[config.mk]
export PLATFORM = sky130hd
export DESIGN_NAME = attr_range_bank
export DESIGN_NICKNAME = d
export VERILOG_FILES = /design/src/rtl/attr_range_pkg.sv /design/src/rtl/attr_range_regs.sv /design/src/rtl/attr_range_match.sv /design/src/rtl/attr_range_bank.sv
export SDC_FILE = /design/constraint.sdc
export NUM_CORES = 1
export LEC_CHECK = 0
export ABC_AREA = 1
export CORE_MARGIN = 2
export CORE_UTILIZATION = 40
export CTS_CLUSTER_SIZE = 28
export DETAILED_ROUTE_END_ITERATION = 16
export PLACE_DENSITY = 0.68
export SETUP_SLACK_MARGIN = 0.02
export SLEW_MARGIN = 20
export SYNTH_ARGS = -nofsm -noshare
export SYNTH_HDL_FRONTEND = slang
export SYNTH_HIERARCHICAL = 1
export SYNTH_SLANG_ARGS = --single-unit
[constraint.sdc]
create_clock -name clk -period 3.35 [get_ports clk]
set_input_delay 1.005 -clock clk [delete_from_list [all_inputs] [get_ports clk]]
set_output_delay 1.005 -clock clk [all_outputs]
set_load 0.05 [all_outputs]
[src/rtl/attr_range_pkg.sv]
package attr_range_pkg;
   localparam int FLAG_VALID = 0;
   localparam int FLAG_SPEC  = 1;
   localparam int FLAG_BITS  = 12;
   localparam int REG_SHIFT  = 4;
   localparam int GRAN_LOG2  = 16;

   function automatic logic [63:0] keep_mask(input int reg_w);
      logic [63:0] m;
      m = '0;
      for (int b = 0; b < reg_w; b++) begin
         if (b >= FLAG_BITS || b == FLAG_VALID || b == FLAG_SPEC) m[b] = 1'b1;
      end
      return m;
   endfunction
endpackage

[src/rtl/attr_range_regs.sv]
module attr_range_regs #(
   parameter int NUM_REGS = 8,
   parameter int IDX_W    = 4,
   parameter int REG_W    = 32
) (
   input  logic                      clk,
   input  logic                      rst_n,
   input  logic                      idx_we,
   input  logic [IDX_W-1:0]          idx_wdata,
   input  logic                      data_we,
   input  logic [REG_W-1:0]          data_wdata,
   output logic [REG_W-1:0]          data_rdata,
   output logic [NUM_REGS*REG_W-1:0] regs_flat
);
   import attr_range_pkg::*;

   localparam logic [63:0]      KEEP64 = keep_mask(REG_W);
   localparam logic [REG_W-1:0] KEEP   = KEEP64[REG_W-1:0];

   logic [IDX_W-1:0] sel_q;
   logic             sel_ok;

   assign sel_ok = (32'(sel_q) < NUM_REGS);

   always_ff @(posedge clk or negedge rst_n) begin
      if (!rst_n)      sel_q <= '0;
      else if (idx_we) sel_q <= idx_wdata;
   end

   for (genvar r = 0; r < NUM_REGS; r++) begin : g_reg
      logic [REG_W-1:0] val_q;
      always_ff @(posedge clk or negedge rst_n) begin
         if (!rst_n)
            val_q <= '0;
         else if (data_we && sel_ok && (32'(sel_q) == r))
            val_q <= data_wdata & KEEP;
      end
      assign regs_flat[r*REG_W +: REG_W] = val_q;
   end

   always_comb begin
      data_rdata = '0;
      for (int r = 0; r < NUM_REGS; r++) begin
         if (sel_ok && (32'(sel_q) == r)) data_rdata = regs_flat[r*REG_W +: REG_W];
      end
   end
endmodule

[src/rtl/attr_range_match.sv]
module attr_range_match #(
   parameter int REG_W = 32,
   parameter int AF_W  = 20
) (
   input  logic [REG_W-1:0] upper_reg,
   input  logic [REG_W-1:0] lower_reg,
   input  logic [AF_W-1:0]  addr_hi,
   output logic             hit,
   output logic             spec
);
   import attr_range_pkg::*;

   logic [AF_W-1:0] lo_f, hi_f;
   logic            both_valid;

   assign lo_f       = lower_reg[FLAG_BITS +: AF_W];
   assign hi_f       = upper_reg[FLAG_BITS +: AF_W];
   assign both_valid = upper_reg[FLAG_VALID] & lower_reg[FLAG_VALID];
   assign hit        = both_valid && (addr_hi >= lo_f) && (addr_hi <= hi_f);
   assign spec       = hit & lower_reg[FLAG_SPEC];
endmodule

[src/rtl/attr_range_bank.sv]
module attr_range_bank #(
   parameter int NUM_PAIRS = 4,
   parameter int PA_W      = 36,
   parameter int IDX_W     = 4,
   parameter int REG_W     = PA_W - attr_range_pkg::REG_SHIFT
) (
   input  logic             clk,
   input  logic             rst_n,
   input  logic             idx_we,
   input  logic [IDX_W-1:0] idx_wdata,
   input  logic             data_we,
   input  logic [REG_W-1:0] data_wdata,
   output logic [REG_W-1:0] data_rdata,
   input  logic [PA_W-1:0]  lk_addr,
   output logic             lk_hit,
   output logic             lk_spec
);
   import attr_range_pkg::*;

   localparam int NUM_REGS = 2 * NUM_PAIRS;
   localparam int AF_W     = PA_W - GRAN_LOG2;

   if (NUM_PAIRS < 1) begin : g_bad_pairs
      $error("NUM_PAIRS must be at least 1");
   end
   if (PA_W <= GRAN_LOG2 || PA_W > 64) begin : g_bad_pa
      $error("PA_W must lie in 17..64");
   end
   if (REG_W != PA_W - REG_SHIFT) begin : g_bad_reg
      $error("REG_W must equal PA_W - 4");
   end
   if ((1 << IDX_W) < NUM_REGS) begin : g_bad_idx
      $error("IDX_W too narrow for the bank");
   end

   logic [NUM_REGS*REG_W-1:0] regs_flat;
   logic [NUM_PAIRS-1:0]      pair_hit, pair_spec;

   attr_range_regs #(
      .NUM_REGS (NUM_REGS),
      .IDX_W    (IDX_W),
      .REG_W    (REG_W)
   ) u_regs (
      .clk        (clk),
      .rst_n      (rst_n),
      .idx_we     (idx_we),
      .idx_wdata  (idx_wdata),
      .data_we    (data_we),
      .data_wdata (data_wdata),
      .data_rdata (data_rdata),
      .regs_flat  (regs_flat)
   );

   for (genvar k = 0; k < NUM_PAIRS; k++) begin : g_pair
      attr_range_match #(
         .REG_W (REG_W),
         .AF_W  (AF_W)
      ) u_match (
         .upper_reg (regs_flat[(2*k)*REG_W +: REG_W]),
         .lower_reg (regs_flat[(2*k+1)*REG_W +: REG_W]),
         .addr_hi   (lk_addr[PA_W-1:GRAN_LOG2]),
         .hit       (pair_hit[k]),
         .spec      (pair_spec[k])
      );
   end

   assign lk_hit  = |pair_hit;
   assign lk_spec = |pair_spec;
endmodule

Word-level counts from Yosys, hierarchy flattened
Index checks and enable logic that the tools add are counted.
Cells by class
  $add $sub $neg: 0
  $mul: 0
  divide/modulo/power cells: 0
  $lt $le $gt $ge: 9
  equal/unequal tests: 7
  shifts and indexed selects: 0
  multiplexer cells: 8
  bitwise gates (word level): 8
  reductions and logical operators: 28
Operators with widths (count)
  $mux W32: 8
  $ge A20 B20 Y1: 4
  $le A20 B20 Y1: 4
  $logic_and A1 B1 Y1: 25
  $eq A4 B3 Y1 const B: 4
  $and A1 B1 Y1: 8
  $eq A4 B2 Y1 const B: 2
  $reduce_or A4 Y1: 2
  $eq A4 B1 Y1 const B: 1
  $logic_not A4 Y1: 1
  $lt A4 B4 Y1 const B: 1
Storage, ports and cells
  flip-flop bits (word level): 180
  bits in latches: 0
  RAM bits: 0
  ROM bits: 0
  input port bits: 76
  output and inout bits: 34
  word-level logic and storage cells: 69
  memories kept: 0

Longest topological paths before layout
  depth after elaboration: 10
  depth in mapped cells: 15
  gate-level depth less buffers: 15

By module
The synthesis kept the hierarchy.
By module, submodules not included
  attr_range_regs: times used 1, cells each 1008, area an instance 8645.8 µm², seq. area each 4504.3 µm²
  attr_range_match: times used 4, cells each 198, area an instance 1187.4 µm², seq. area each 0.0 µm²
  attr_range_bank: times used 1, cells each 6, area an instance 22.5 µm², seq. area each 0.0 µm²

Worst setup path after synthesis
Ideal clock, no wire load.
  path kind: input to output
  start point: in lk_addr[35]
  end point: out lk_spec
  data arrival time: 2.301 ns
  data required time: 2.345 ns
  slack: 0.044 ns
  cell stages on the path: 11
  path buffers: 0
  cell sequence: ha_1 nand2_2 nor2_4 nand2_2 nor2_4 nand4_1 nand2_1 nand3_2 nor2_2 nor2_1 nand2_1
On the way
  word-level cells in the longest chain between the ends: 5
  elaborated cells on any way between the ends: 21
  those cells by class: 8 x order compare; 4 x bitwise; 9 x reduce/logical
RTL lines
  start: declaration: RTL line attr_range_bank.sv:14  | input logic [PA_W-1:0] lk_addr,
  $ge A20 B20 Y1: RTL line attr_range_match.sv:19  | assign hit = both_valid && (addr_hi >= lo_f) && (addr_hi <= hi_f);
  $logic_and A1 B1 Y1: RTL line attr_range_match.sv:19
  $logic_and A1 B1 Y1 *: RTL line attr_range_match.sv:19
  $and A1 B1 Y1 *: RTL line attr_range_match.sv:20  | assign spec = hit & lower_reg[FLAG_SPEC];
  via pair_spec[3]: RTL line attr_range_bank.sv:37  | logic [NUM_PAIRS-1:0] pair_hit, pair_spec;
  $reduce_or A4 Y1 *: RTL line attr_range_bank.sv:68  | assign lk_spec = |pair_spec;
  end: declaration: RTL line attr_range_bank.sv:16  | output logic lk_spec
The timed path passes the listed nets; every way through them passes the cells marked *.

Worst setup path after layout
  start point: in lk_addr[19]
  end point: out lk_spec
The elaborated chain is that of the path after synthesis.

==> run metrics <==
final worst-path setup slack -0.350 ns; failing checks negative setup slack; synthesized area per cell 7.43 sq um; fin nets 2067; gp weighted congestion 0.933; Syn Inst Count 1726; Via density 5.37; minimum hold slack 0.497 ns; status complete, but fails checks; CTS Hold Bufs 0; Tmin final 3.70 ns; Die H 183 um; CP required 2.34 ns; TritonCTS Buffers 17; Worst VDD drop 0.415 mV; Sw Pwr 4.32 mW; post-route ant nets 0; worst clock skew 0.0118 ns; Sw Share 0.422; # rows 65; Leak 7.85 nW; startpoint type of the worst setup path input port; cell area power density 605 nW/um^2; CP Capture Type primary output; WP data arrival 2.69 ns; gr ovfl total 0; n_diodes 0; initial antenna violation count 1; Root Buffer clkbuf_16; Final Hold Viols 0; Post-Syn Area 12800 sq um; Area growth syn-to-layout 31.9%; Routed wire per std cell 18.8 um; die width 183 um; Max-slew headroom 0.551; max-slew violations 0; CTS sink cnt 180; cell-by-cell listing of the critical path clkdlybuf4s15_2 -> buf_12 -> ha_4 -> nand2_4 -> o21bai_1 -> nand2_1 -> nand2_1 -> nand4_1 -> nand3_2 -> nor2_2 -> nor2_2 -> nand2_2 -> buf_12; clk_lat worst skew 0.45 ns; IO Pins 110; CORE AREA 31600 sq um; clock-pin slew on the worst setup and hold paths 0.07 ns; Layout Utilization 0.536; Initial DRT Pass Iterations 5; die area 33500 sq um; max_cap viols 0; DRC viols 0; Hold/Removal Path Class flop to flop; first-pass GRT wire length 65.0 mm; fin cells 2245; WP buf/inv 3; worst-path maximum fanout 8; 1st-iter DRT viols 1212; Final HPWL DP 28.9 mm; vias in the first global route 11800; largest net degree at the start of global routing 64; TritonCTS clock tree built; CP max stage delay 0.28 ns; drt total wl 42.2 mm; RSZ-0062 raised after global routing yes; dominant delay contributor by cell family on the critical path simple AND/OR/NAND/NOR gates; H-tree Lvls 4; Initial Util 0.406; combinational fraction of design power 0.473; GRT Total Usage 0.252; fraction of layout cells with a size suffix above 1 0.238; final setup violation count 2; Crit-path slowest cell ha_4; kind of critical path input port to primary output; period utilization 1.10; Max Root-Sink Buffers 2; placed cells 2206; slew of the pin with the lowest slew margin 0.674 ns; PortBufs 73; clock group share of total power 0.196; Vias 12100; power consumption 10.2 mW; fmax 270 MHz; Reg power frac 0.331; Int Pwr 5.91 mW; yosys warns 6
==> sequential cells by signal (all words and copies together), names as in the netlist <==
register        cells
u_regs/g.val_q    176
u_regs/sel_q        4
==> tightest hold or removal path, cell delays in order (launching register included) <==
cell,delay [ns]
dfrtp_1,0.35
nand2_1,0.05
o21ai_0,0.06
==> power by group through the flow <==
stage          Sequential (mW)  Clock (mW)  Combinational, mW
6_report                  3.39        2.00               4.84
5_1_grt                   3.47        2.11               5.34
4_1_cts                   3.37        2.02               4.50
3_5_place_dp              3.40           0               3.66
3_3_place_gp              3.37           0               3.56
2_1_floorplan             3.22           0               2.48
==> stage by stage <==
stage	setup WS, ns	TNS [ns]	cell area (sq um)
final	-0.350	-0.687	16900
after global routing	-0.468	-0.928	16900
after CTS	-0.315	-0.610	16600
after detailed placement	-0.829	-1.64	14500
after global placement	-0.862	-1.69	14500
after floorplan	0.0441	0	12900
==> metal layers <==
metal,up-vias,GRT usage,wire [um]
li1,5688,-,-
met1,5711,0.332,17800
met2,528,0.414,19800
met3,127,0.0379,2910
met4,2,0.109,1750
met5,-,0,7
==> cells in the final DEF (no fill, tap or decap), types with 48 or more instances in the layout <==
master   instances
nand2_2         74
buf_4           48
inv_1          283
o21ai_0        110
nand3_1         91
dfrtp_1        176
o21ai_1         75
nor2_1          65
ha_4            97
ha_1            63
nand2_1        400
==> final timing paths <==
path / startpoint / endpoint / slack (ns) / cells after the start
min: u_regs/g_reg[0].val_q[1]$_DFFE_PN0P_ / u_regs/g_reg[0].val_q[1]$_DFFE_PN0P_ / 0.50 / 2
max reg2reg: u_regs/sel_q[3]$_DFFE_PN0P_ / u_regs/g_reg[6].val_q[25]$_DFFE_PN0P_ / 1.18 / 7
max: lk_addr[19] / lk_spec / -0.35 / 13
min in group asynchronous: rst_n / u_regs/g_reg[5].val_q[29]$_DFFE_PN0P_ / 0.54 / 1
min reg2reg: u_regs/g_reg[0].val_q[1]$_DFFE_PN0P_ / u_regs/g_reg[0].val_q[1]$_DFFE_PN0P_ / 0.50 / 2
max in group asynchronous: rst_n / u_regs/sel_q[3]$_DFFE_PN0P_ / 1.95 / 2
==> timing repair <==
action                                 in CTS  in global routing
setup buffers                               0                  9
endpoints found under the hold margin       0                  0
gates resized for setup                   325                 52
setup endpoints to repair                  24                 19
cloned                                      0                  1
pin swaps                                 115                 35
==> cell type report <==
cell class,count,area [sq um]
clock buffer,19,443
sequential,180,4510
inverter,292,1100
multi-input combinational,1196,8510
clock inverter,12,121
timing repair buffer,144,1710
fill,2820,14700
tap,402,503
Power figures use the tool's default switching activity.
